===== config.mk =====
export PLATFORM = sky130hd
export DESIGN_NAME = sgdma_engine
export DESIGN_NICKNAME = d
export VERILOG_FILES = /design/src/rtl/sgdma_pkg.sv /design/src/rtl/sgdma_desc_decode.sv /design/src/rtl/sgdma_chunk_size.sv /design/src/rtl/sgdma_walker.sv /design/src/rtl/sgdma_engine.sv
export SDC_FILE = /design/constraint.sdc
export NUM_CORES = 1
export LEC_CHECK = 0
export CAP_MARGIN = 40
export CORE_MARGIN = 2
export CORE_UTILIZATION = 50
export DETAILED_ROUTE_END_ITERATION = 8
export MAX_ROUTING_LAYER = met4
export PLACE_DENSITY_LB_ADDON = 0.12
export SLEW_MARGIN = 0
export SYNTH_ARGS = -nofsm -noshare
export SYNTH_HDL_FRONTEND = slang
export SYNTH_HIERARCHICAL = 1
export SYNTH_SLANG_ARGS = --single-unit

===== constraint.sdc =====
create_clock -name clk -period 7.2 [get_ports clk]
set_clock_uncertainty 0.15 [all_clocks]
set_input_delay 1.08 -clock clk [delete_from_list [all_inputs] [get_ports clk]]
set_output_delay 1.08 -clock clk [all_outputs]
set_load 0.05 [all_outputs]

===== src/rtl/sgdma_pkg.sv =====
// Shared widths and state encoding for the scatter-gather DMA engine.
// Assumes descriptor counts of 16 bits and 32-bit host addresses.
package sgdma_pkg;
    localparam int ADDR_W     = 32;
    localparam int CNT_W      = 16;
    localparam int LEN_W      = CNT_W + 1;
    localparam int DESC_W     = 64;
    localparam int DESC_BYTES = DESC_W / 8;
    localparam int PAGE_BYTES = 4096;

    typedef enum logic [2:0] {
        ST_IDLE,
        ST_CHECK,
        ST_FREQ,
        ST_FWAIT,
        ST_MOVE,
        ST_DONE
    } walk_state_t;

    typedef struct packed {
        logic [ADDR_W-1:0] addr;
        logic [LEN_W-1:0]  len;
        logic              last;
    } region_t;
endpackage


===== src/rtl/sgdma_desc_decode.sv =====
// Decodes one 64-bit little-endian descriptor into a region record.
// Assumes the caller presents the two words in memory order.
// Odd counts lose bit 0; a zero count stands for the full 2^CNT_W bytes.
module sgdma_desc_decode
    import sgdma_pkg::*;
(
    input  logic [DESC_W-1:0] raw,
    output region_t           region
);
    logic [CNT_W-1:0] cnt_even;

    // Mask the count even and expand zero to the full size
    always_comb begin
        cnt_even      = {raw[ADDR_W+CNT_W-1:ADDR_W+1], 1'b0};
        region.addr   = raw[ADDR_W-1:0];
        region.last   = raw[DESC_W-1];
        if (cnt_even == '0)
            region.len = LEN_W'(1) << CNT_W;
        else
            region.len = {1'b0, cnt_even};
    end
endmodule


===== src/rtl/sgdma_chunk_size.sv =====
// Picks the chunk length: the smaller of buffer bytes left and region bytes left.
// Assumes both inputs share one width.
module sgdma_chunk_size #(
    parameter int W = 17
) (
    input  logic [W-1:0] buf_left,
    input  logic [W-1:0] reg_left,
    output logic [W-1:0] chunk
);
    // Minimum of the two remaining counts
    always_comb chunk = (buf_left < reg_left) ? buf_left : reg_left;
endmodule


===== src/rtl/sgdma_walker.sv =====
// Control and bookkeeping for the table walk: table pointer, current
// region, buffer progress, and the end-of-pass decision.
// Assumes the decoded descriptor and chunk length come from outside.
// The memory returns descriptor data at least one cycle after accept.
module sgdma_walker
    import sgdma_pkg::*;
(
    input  logic              clk,
    input  logic              rst_n,
    input  logic              go,
    input  logic              go_first,
    input  logic              to_host,
    input  logic [ADDR_W-1:0] tbl_base,
    input  logic [LEN_W-1:0]  buf_len,
    input  region_t           dec,
    input  logic [LEN_W-1:0]  chunk_len,
    output logic [LEN_W-1:0]  buf_left,
    output logic [LEN_W-1:0]  reg_left,
    output logic              done,
    output logic              tbl_end,
    output logic              fetch_valid,
    input  logic              fetch_ready,
    output logic [ADDR_W-1:0] fetch_addr,
    input  logic              fetch_rvalid,
    output logic              mv_valid,
    input  logic              mv_ready,
    output logic [ADDR_W-1:0] mv_addr,
    output logic [LEN_W-1:0]  mv_len,
    output logic [LEN_W-1:0]  mv_buf_off,
    output logic              mv_to_host
);
    walk_state_t       state;
    logic [ADDR_W-1:0] base_q, ptr_q, raddr_q;
    logic [LEN_W-1:0]  rlen_q, rem_q, idx_q;
    logic              last_q, dir_q, end_q;
    logic              page_out;

    // Safety limit: table pointer a full page or more past the base
    always_comb page_out = (ptr_q - base_q) >= ADDR_W'(PAGE_BYTES);

    // Walk state machine with region and buffer bookkeeping
    always_ff @(posedge clk) begin
        if (!rst_n) begin
            state   <= ST_IDLE;
            base_q  <= '0;
            ptr_q   <= '0;
            raddr_q <= '0;
            rlen_q  <= '0;
            rem_q   <= '0;
            idx_q   <= '0;
            last_q  <= 1'b0;
            dir_q   <= 1'b0;
            end_q   <= 1'b0;
        end else begin
            case (state)
                ST_IDLE: if (go) begin
                    if (go_first) begin
                        base_q <= {tbl_base[ADDR_W-1:2], 2'b00};
                        ptr_q  <= {tbl_base[ADDR_W-1:2], 2'b00};
                        rlen_q <= '0;
                        last_q <= 1'b0;
                    end
                    rem_q <= buf_len;
                    idx_q <= '0;
                    dir_q <= to_host;
                    end_q <= 1'b0;
                    state <= ST_CHECK;
                end
                ST_CHECK: begin
                    if (rem_q == '0) begin
                        end_q <= 1'b0;
                        state <= ST_DONE;
                    end else if (rlen_q == '0) begin
                        if (last_q || page_out) begin
                            end_q <= 1'b1;
                            state <= ST_DONE;
                        end else begin
                            state <= ST_FREQ;
                        end
                    end else begin
                        state <= ST_MOVE;
                    end
                end
                ST_FREQ: if (fetch_ready) state <= ST_FWAIT;
                ST_FWAIT: if (fetch_rvalid) begin
                    raddr_q <= dec.addr;
                    rlen_q  <= dec.len;
                    last_q  <= dec.last;
                    ptr_q   <= ptr_q + ADDR_W'(DESC_BYTES);
                    state   <= ST_CHECK;
                end
                ST_MOVE: if (mv_ready) begin
                    raddr_q <= raddr_q + ADDR_W'(chunk_len);
                    rlen_q  <= rlen_q - chunk_len;
                    rem_q   <= rem_q - chunk_len;
                    idx_q   <= idx_q + chunk_len;
                    state   <= ST_CHECK;
                end
                ST_DONE: state <= ST_IDLE;
                default: state <= ST_IDLE;
            endcase
        end
    end

    // Port drives taken from state and registers
    always_comb begin
        buf_left    = rem_q;
        reg_left    = rlen_q;
        done        = (state == ST_DONE);
        tbl_end     = end_q;
        fetch_valid = (state == ST_FREQ);
        fetch_addr  = ptr_q;
        mv_valid    = (state == ST_MOVE);
        mv_addr     = raddr_q;
        mv_len      = chunk_len;
        mv_buf_off  = idx_q;
        mv_to_host  = dir_q;
    end

    // descriptor request held until accepted
    a_r11_fetch_hold: assert property (@(posedge clk) disable iff (!rst_n)
        fetch_valid && !fetch_ready |=> fetch_valid && $stable(fetch_addr));
    // chunk request held until accepted
    a_r11_move_hold: assert property (@(posedge clk) disable iff (!rst_n)
        mv_valid && !mv_ready |=> mv_valid && $stable(mv_addr)
                                  && $stable(mv_len) && $stable(mv_buf_off));
    // never both ports at once
    a_r11_exclusive: assert property (@(posedge clk) disable iff (!rst_n)
        !(fetch_valid && mv_valid));
    // fetch only with an empty region
    a_r5_fetch_empty: assert property (@(posedge clk) disable iff (!rst_n)
        fetch_valid |-> rlen_q == '0);
    // no fetch once the last descriptor is loaded
    a_r7_no_fetch_after_last: assert property (@(posedge clk) disable iff (!rst_n)
        fetch_valid |-> !last_q);
    // every fetch lies inside the one-page window
    a_r8_page_window: assert property (@(posedge clk) disable iff (!rst_n)
        fetch_valid |-> (fetch_addr - base_q) < ADDR_W'(PAGE_BYTES));
    // an accepted chunk is non-empty and fits both budgets
    a_r6_chunk_fits: assert property (@(posedge clk) disable iff (!rst_n)
        mv_valid |-> mv_len != '0 && mv_len <= rem_q && mv_len <= rlen_q);
endmodule


===== src/rtl/sgdma_engine.sv =====
// Top of the scatter-gather DMA engine: joins the descriptor decoder,
// the chunk sizer and the walk controller.
// Assumes one outstanding request at a time on each memory port.
module sgdma_engine
    import sgdma_pkg::*;
(
    input  logic              clk,
    input  logic              rst_n,
    input  logic              go,
    input  logic              go_first,
    input  logic              to_host,
    input  logic [31:0]       tbl_base,
    input  logic [16:0]       buf_len,
    output logic              done,
    output logic              tbl_end,
    output logic              fetch_valid,
    input  logic              fetch_ready,
    output logic [31:0]       fetch_addr,
    input  logic              fetch_rvalid,
    input  logic [63:0]       fetch_rdata,
    output logic              mv_valid,
    input  logic              mv_ready,
    output logic [31:0]       mv_addr,
    output logic [16:0]       mv_len,
    output logic [16:0]       mv_buf_off,
    output logic              mv_to_host
);
    region_t          dec;
    logic [LEN_W-1:0] chunk_len, buf_left, reg_left;

    sgdma_desc_decode u_dec (
        .raw    (fetch_rdata),
        .region (dec)
    );

    sgdma_chunk_size #(.W(LEN_W)) u_chunk (
        .buf_left (buf_left),
        .reg_left (reg_left),
        .chunk    (chunk_len)
    );

    sgdma_walker u_walk (
        .clk          (clk),
        .rst_n        (rst_n),
        .go           (go),
        .go_first     (go_first),
        .to_host      (to_host),
        .tbl_base     (tbl_base),
        .buf_len      (buf_len),
        .dec          (dec),
        .chunk_len    (chunk_len),
        .buf_left     (buf_left),
        .reg_left     (reg_left),
        .done         (done),
        .tbl_end      (tbl_end),
        .fetch_valid  (fetch_valid),
        .fetch_ready  (fetch_ready),
        .fetch_addr   (fetch_addr),
        .fetch_rvalid (fetch_rvalid),
        .mv_valid     (mv_valid),
        .mv_ready     (mv_ready),
        .mv_addr      (mv_addr),
        .mv_len       (mv_len),
        .mv_buf_off   (mv_buf_off),
        .mv_to_host   (mv_to_host)
    );
endmodule


==> results.py, run 1 <==
metrics = {
    "outcome": {
        "run_status": "complete, no violations",
    },
    "worst_setup_path": {
        "rr_endpoint": "u_walk/mv_addr[20]$_SDFFE_PN0P_",
        "cp_num_cells": 21,
        "r2r_cells": 21,
        "r2r_slack_ps": 940,
        "rr_startpoint": "u_walk/reg_left[6]$_SDFFE_PN0P_",
        "startpoint": "u_walk/reg_left[6]$_SDFFE_PN0P_",
        "crit_chain": "inv_1 -> ha_1 -> a21o_1 -> a21o_1 -> a221o_1 -> o21a_1 -> o211ai_1 -> buf_4 -> inv_1 -> fa_1 -> nor2b_1 -> o21ai_0 -> a21o_1 -> a211o_1 -> a21oi_1 -> o21ai_0 -> a21oi_1 -> o31a_1 -> o21ai_0 -> and3_1 -> o31a_1",
        "start_kind": "flop",
        "crit_fanout": 18,
        "crit_path_end": "u_walk/mv_addr[20]$_SDFFE_PN0P_",
        "path_buf_inv": 3,
        "arrival_ps": 6420,
        "critical_path.max_stage_delay_ps": 590,
        "endpoint_kind": "flop",
        "crit_family": "compound AO/OA/AOI/OAI gates",
        "critPathKind": "flop to flop",
        "cp_slowest_cell": "a221o_1",
        "required_ps": 7360,
    },
    "drt": {
        "wl_met1_um": 17510,
        "drt_wl_total_um": 40880,
        "first_iter_violations": 1342,
        "drcViolationCount": 0,
        "detail_route.wl_per_cell_um": 18.73,
        "viasPerCell": 6.087,
        "met2WireLength_um": 19150,
        "vias": 13290,
        "drtAntennaViolNets": 0,
        "drt_pass1_iterations": 6,
        "dr_wl_met3_um": 2734,
        "highest_layer": "met4",
    },
    "logic_synthesis": {
        "synth_seq_area_share_pct": 23.71,
        "synth_edf_count": 0,
        "synth_top_family_by_area": "compound AO/OA/AOI/OAI gates",
        "yosys.area_share.xor_xnor_pct": 3.272,
        "yosysTopAreaCellShare_pct": 23.71,
        "synth_fa_ha_area_share_pct": 11.83,
        "synth.area.top_cells": "dfxtp_1 (24%), ha_1 (11%), a21oi_1 (7.4%), nand2_1 (7.0%), nor2_1 (4.5%)",
        "synthFlopType": "dfxtp_1",
        "synth_compound_area_share_pct": 28.62,
        "synth.area.mux_share_pct": 0.5569,
        "yosysWarnings": 6,
        "ys_types": 83,
        "async_reset_ff_share_pct": 0,
        "synth-seq-cells": 149,
        "synth_top_cell_by_area": "dfxtp_1",
        "synthCells": 1735,
        "avgSynthCellArea_um2": 7.252,
        "syn_area_um2": 12580,
        "yosys.area_share.simple_pct": 22.55,
    },
    "clock_network": {
        "cts_buffer_depth": 2,
        "clock_sinks": 149,
        "post-cts-setup-buffer-count": 0,
        "cts_inserted_buffers": 17,
        "post_cts_resized": 0,
        "cts_hold_buf": 0,
        "clock_latency_ps": 430,
        "htree_levels": 4,
        "cts_tree": "yes",
        "cts_root_buf": "clkbuf_16",
        "clk_pin_slew_ps": 60,
    },
    "place": {
        "place_area_um2": 14560,
        "io_buffer_count": 203,
        "dp_hpwl_um": 29780,
        "routabilityCongestion": 0.9352,
        "dp_cells": 2152,
        "place_ws_ps": 1058,
    },
    "timing": {
        "rsz0062_at_grt": "false",
        "drv_slew": 0,
        "fin_crit_sh_pct": 86.89,
        "relSlewSlack_pct": 41.75,
        "worst_slack_ps": 943.6,
        "tightestPinTransition_ps": 871.6,
        "fin_hold_ws_ps": 306.4,
        "fin_tns_setup_ps": 0,
        "hold_violations": 0,
        "clock.fmax_ghz": 0.1598,
        "fin_crit_ps": 6256,
        "setup_violations": 0,
    },
    "power": {
        "max-vdd-ir-drop_uv": 411.7,
        "p_leak_nw": 5.956,
        "finalPower_mw": 5.915,
        "powerDensity_nw_per_um2": 391.3,
    },
    "cells_and_area": {
        "fin_area_um2": 15120,
        "final_common_cell": "nand2_1",
        "final_cell_mix": "nand2_1 (234), clkdlybuf4s50_1 (203), a21oi_1 (185)",
        "fillers": 2327,
        "nets": 2078,
        "layout-drive-gt1-share_pct": 5.720,
        "multi_input_area_um2": 8439,
        "fin_cells": 2183,
        "final_util_pct": 60.56,
        "diodes": 0,
        "area_growth_pct": 20.15,
        "final-seq-area_um2": 2983,
    },
    "die": {
        "rows": 58,
        "die_h_um": 162.6,
        "core_um2": 24960,
        "start_util_pct": 50.40,
        "die-area_um2": 26450,
        "io_pins": 224,
        "dieWidth_um": 162.6,
    },
    "min_path": {
        "min-delay-start": "u_walk/base_q[3]$_SDFFE_PN0P_",
        "hold_class": "flop to flop",
    },
    "global_route": {
        "grt_pass1_wl_um": 64930,
        "grt_pass1_vias": 12480,
        "grt_overflow_total": 0,
        "grt_usage_pct": 31.51,
        "antenna_found_initial": 0,
        "grt_max_degree": 67,
    },
    "flow_run": {
        "maxCapViolCount": 0,
    },
}
## worst min-delay path by stage
| stage | slack (ps) | depth (start not counted) | to |
|---|---|---|---|
| floorplan | 290 | 2 | u_walk/base_q[10]$_SDFFE_PN0P_ |
| global placement | 290 | 2 | u_walk/base_q[23]$_SDFFE_PN0P_ |
| detailed placement | 300 | 2 | u_walk/base_q[9]$_SDFFE_PN0P_ |
| CTS | 310 | 2 | u_walk/base_q[3]$_SDFFE_PN0P_ |
| global route | 330 | 2 | u_walk/base_q[26]$_SDFFE_PN0P_ |
| finish | 310 | 2 | u_walk/base_q[3]$_SDFFE_PN0P_ |
## worst min-delay path, stage by stage, from the launching register on
cell and delay, ps:
dfxtp_1 310, nand2_1 50, a21oi_1 50
## sequential cells by signal, indices dropped and copies added (netlist names)
name and cells:
u_walk/last_q 1, u_walk/fetch_addr 30, u_walk/base_q 30, u_walk/mv_buf_off 17
u_walk/state 3, u_walk/mv_addr 32, u_walk/tbl_end 1, u_walk/mv_to_host 1
u_walk/buf_left 17, u_walk/reg_left 17
## cell type report
| cell class | count | area share (%) |
|---|---|---|
| Clock inverter | 13 | 0.8442 |
| Sequential cell | 149 | 19.73 |
| Clock buffer | 18 | 2.839 |
| Tap cell | 330 | 2.731 |
| Timing Repair Buffer | 236 | 15.46 |
| Inverter | 103 | 2.566 |
| Multi-Input combinational cell | 1334 | 55.83 |
## layer usage
metal	GRT usage (%)	vias up
met3	4.507	94
met4	12.51	0
li1	-	6408
met1	39.19	6253
met2	51.72	532
met5	-	-
## cell usage after synthesis, types with 7 or more instances
cell type	n
dfxtp_1	149
o21a_1	11
and2_1	7
nor3_1	33
or3_1	11
inv_1	100
a21o_1	22
a21oi_1	185
nand2_1	235
a311oi_1	19
nor4_1	16
o211ai_2	10
o21ai_0	95
clkbuf_1	90
and3_1	25
nand2b_1	9
a211oi_1	28
nand3_1	61
ha_1	111
mux2i_1	7
nand4_1	15
o31ai_1	10
a22oi_1	21
a21boi_0	7
xnor2_1	33
a211o_1	8
o211ai_1	31
a31oi_1	12
buf_4	53
o311ai_0	7
xor2_1	14
nor2b_1	17
nor2_1	152
## power breakdown
group	internal [mW]	switching (mW)	total, mW	leakage [nW]
registers	0.939	0.175	1.11	1.21
clock network	0.480	0.402	0.882	0.257
logic	1.51	2.41	3.92	4.48
## cells by family after synthesis
family / after synthesis
AND/OR/NAND/NOR: 615
AO/OA/AOI/OAI: 546
buffers and inverters: 253
flip-flops: 149
adder cells (fa/ha/maj): 116
XOR/XNOR: 47
multiplexers: 7
other: 2
Power figures use the tool's default switching activity.
==> run 2: changes to the inputs <==
CELL_PAD_IN_SITES_DETAIL_PLACEMENT = 0   (was not set)
CELL_PAD_IN_SITES_GLOBAL_PLACEMENT = 2   (was not set)
CORE_UTILIZATION = 30   (was 50)
PLACE_DENSITY_LB_ADDON = 0.08   (was 0.12)
==> results.py, run 2 (synthesis gave the netlist of run 1 again) <==
metrics = {
    "cells_and_area": {
        "largest_reg_flops": 32,
        "layout-drive-gt1-share_pct": 5.984,
        "final-seq-area_um2": 2983,
        "final_common_cell": "nand2_1",
        "fillers": 4481,
        "final_cell_mix": "nand2_1 (234), clkdlybuf4s50_1 (203), a21oi_1 (185)",
        "fin_area_um2": 15390,
        "multi_input_area_um2": 8444,
        "nets": 2079,
        "area_growth_pct": 22.29,
    },
    "die": {
        "dieWidth_um": 208.8,
        "start_util_pct": 30.20,
        "die_h_um": 208.8,
        "die-area_um2": 43600,
        "rows": 75,
        "io_pins": 224,
        "core_um2": 41670,
    },
    "power": {
        "p_clk_share_pct": 15.6,
        "p_sw_mw": 3.132,
        "max-vdd-ir-drop_uv": 235.4,
        "powerDensity_nw_per_um2": 396.2,
        "p_leak_nw": 5.957,
        "seq_power_share_pct": 18.4,
        "switching_share_pct": 51.38,
        "comb_power_share_pct": 66.0,
        "internal-power_mw": 2.964,
    },
    "global_route": {
        "grt_usage_pct": 22.91,
        "grt_overflow_total": 0,
        "grt_max_degree": 67,
        "antenna_found_initial": 0,
        "grt_pass1_wl_um": 74330,
        "grt_pass1_vias": 12380,
    },
    "place": {
        "place_ws_ps": 1034,
        "dp_hpwl_um": 36470,
        "place_area_um2": 14790,
        "io_buffer_count": 203,
        "routabilityCongestion": 0.8741,
    },
    "flow_run": {
        "maxCapViolCount": 0,
    },
    "clock_network": {
        "cts_root_buf": "clkbuf_16",
        "htree_levels": 4,
        "post_cts_resized": 0,
        "clock_sinks": 149,
        "post-cts-setup-buffer-count": 0,
        "cts_buffer_depth": 2,
        "clk_pin_slew_ps": 70,
        "cts_hold_buf": 0,
        "cts_tree": "yes",
        "clock_latency_ps": 490,
        "cts_inserted_buffers": 17,
    },
    "worst_setup_path": {
        "endpoint_kind": "flop",
        "start_kind": "flop",
        "path_buf_inv": 2,
        "arrival_ps": 6430,
        "critPathKind": "flop to flop",
        "crit_family": "compound AO/OA/AOI/OAI gates",
        "required_ps": 7420,
        "crit_chain": "inv_1 -> ha_1 -> a21o_1 -> a21o_1 -> a221o_1 -> o21a_1 -> o211ai_1 -> ha_1 -> inv_1 -> fa_1 -> nor2b_1 -> o21ai_0 -> a21o_1 -> a211o_1 -> a21oi_1 -> o21ai_0 -> a21oi_1 -> o31a_1 -> o21a_1 -> a41oi_1 -> o221a_2",
        "cp_slowest_cell": "o211ai_1",
        "critical_path.max_stage_delay_ps": 750,
        "cpMostUsedCell": "a21o_1",
        "crit_fanout": 13,
    },
    "drt": {
        "drcViolationCount": 0,
        "viasPerCell": 5.365,
        "drtAntennaViolNets": 0,
        "first_iter_violations": 844,
        "drt_wl_total_um": 48760,
        "drt_pass1_iterations": 5,
        "detail_route.wl_per_cell_um": 20.36,
        "vias": 12850,
    },
    "min_path": {
        "hold_class": "flop to flop",
    },
    "timing": {
        "tightestPinTransition_ps": 852.1,
        "fin_crit_ps": 6205,
        "fin_tns_setup_ps": 0,
        "drv_slew": 0,
        "relSlewSlack_pct": 42.94,
        "setup_violations": 0,
        "worst_slack_ps": 994.9,
        "rsz0062_at_grt": "false",
        "hold_violations": 0,
        "fin_crit_sh_pct": 86.18,
        "clock.fmax_ghz": 0.1612,
    },
    "outcome": {
        "run_status": "complete, no violations",
    },
}
run 2: changes by cell type in the layout (fill, tap and decap cells not counted), moves of 2 or more:
cell / delta
buf_4: +3
nor2_2: +2
clkinv_2: -2
nor2_1: -2
buf_16: -3
inv_6: +2
run 2: final cells by class:
| class | count | share of cell area (%) |
|---|---|---|
| clock inverters | 15 | 1.098 |
| repair buffers | 237 | 14.94 |
| well taps | 539 | 4.383 |
| clock buffers | 17 | 2.765 |
| flip-flops and latches | 149 | 19.39 |
| diodes | 1 | 0.01626 |
| multi-input cells | 1334 | 54.88 |
| inverters | 103 | 2.529 |
run 2: power groups by stage:
stage          clock network, mW  registers [mW]  logic (mW)
6_report                   0.951            1.12        4.02
3_5_place_dp                   0            1.14        4.00
2_1_floorplan                  0            1.19        2.84
3_3_place_gp                   0            1.14        4.00
5_1_grt                     1.02            1.15        4.43
4_1_cts                    0.989            1.12        4.03
run 2: layer usage:
| layer | up-vias | wire [um] | track usage (%) |
|---|---|---|---|
| met5 | - | 0 | - |
| met3 | 48 | 1990 | 4.028 |
| li1 | 6408 | - | - |
| met2 | 284 | 22950 | 36.67 |
| met4 | 0 | 1264 | 8.030 |
| met1 | 6109 | 22550 | 29.04 |
run 2: per-stage QoR:
| stage | instances | power, mW | util (%) | hold WS [ps] |
|---|---|---|---|---|
| after CTS | 2394 | 6.138 | 36.92 | 309.6 |
| final | 2395 | 6.096 | 36.93 | 306.0 |
| after floorplan | 1736 | 4.033 | - | 286.3 |
| after detailed placement | 2362 | 5.138 | 35.50 | 299.7 |
| after global placement | 2360 | 5.141 | 35.43 | 293.1 |
| after global routing | 2394 | 6.596 | 36.92 | 324.8 |
run 2: worst paths after layout:
kind	cells after the start	from	to	slack, ps
worst max-delay path	21	u_walk/reg_left[6]$_SDFFE_PN0P_	u_walk/mv_addr[28]$_SDFFE_PN0P_	990
worst max register to register	21	u_walk/reg_left[6]$_SDFFE_PN0P_	u_walk/mv_addr[28]$_SDFFE_PN0P_	990
worst min-delay path	2	u_walk/base_q[11]$_SDFFE_PN0P_	u_walk/base_q[11]$_SDFFE_PN0P_	310
worst min register to register	2	u_walk/base_q[11]$_SDFFE_PN0P_	u_walk/base_q[11]$_SDFFE_PN0P_	310
run 2: worst register-to-register path: cells and delay by family (launching register included):
kind                     cells  cell delay (ps)
adder cells (fa/ha/maj)      3              980
flip-flops                   1              440
buffers and inverters        2              130
AND/OR/NAND/NOR              1              150
AO/OA/AOI/OAI               15             4260
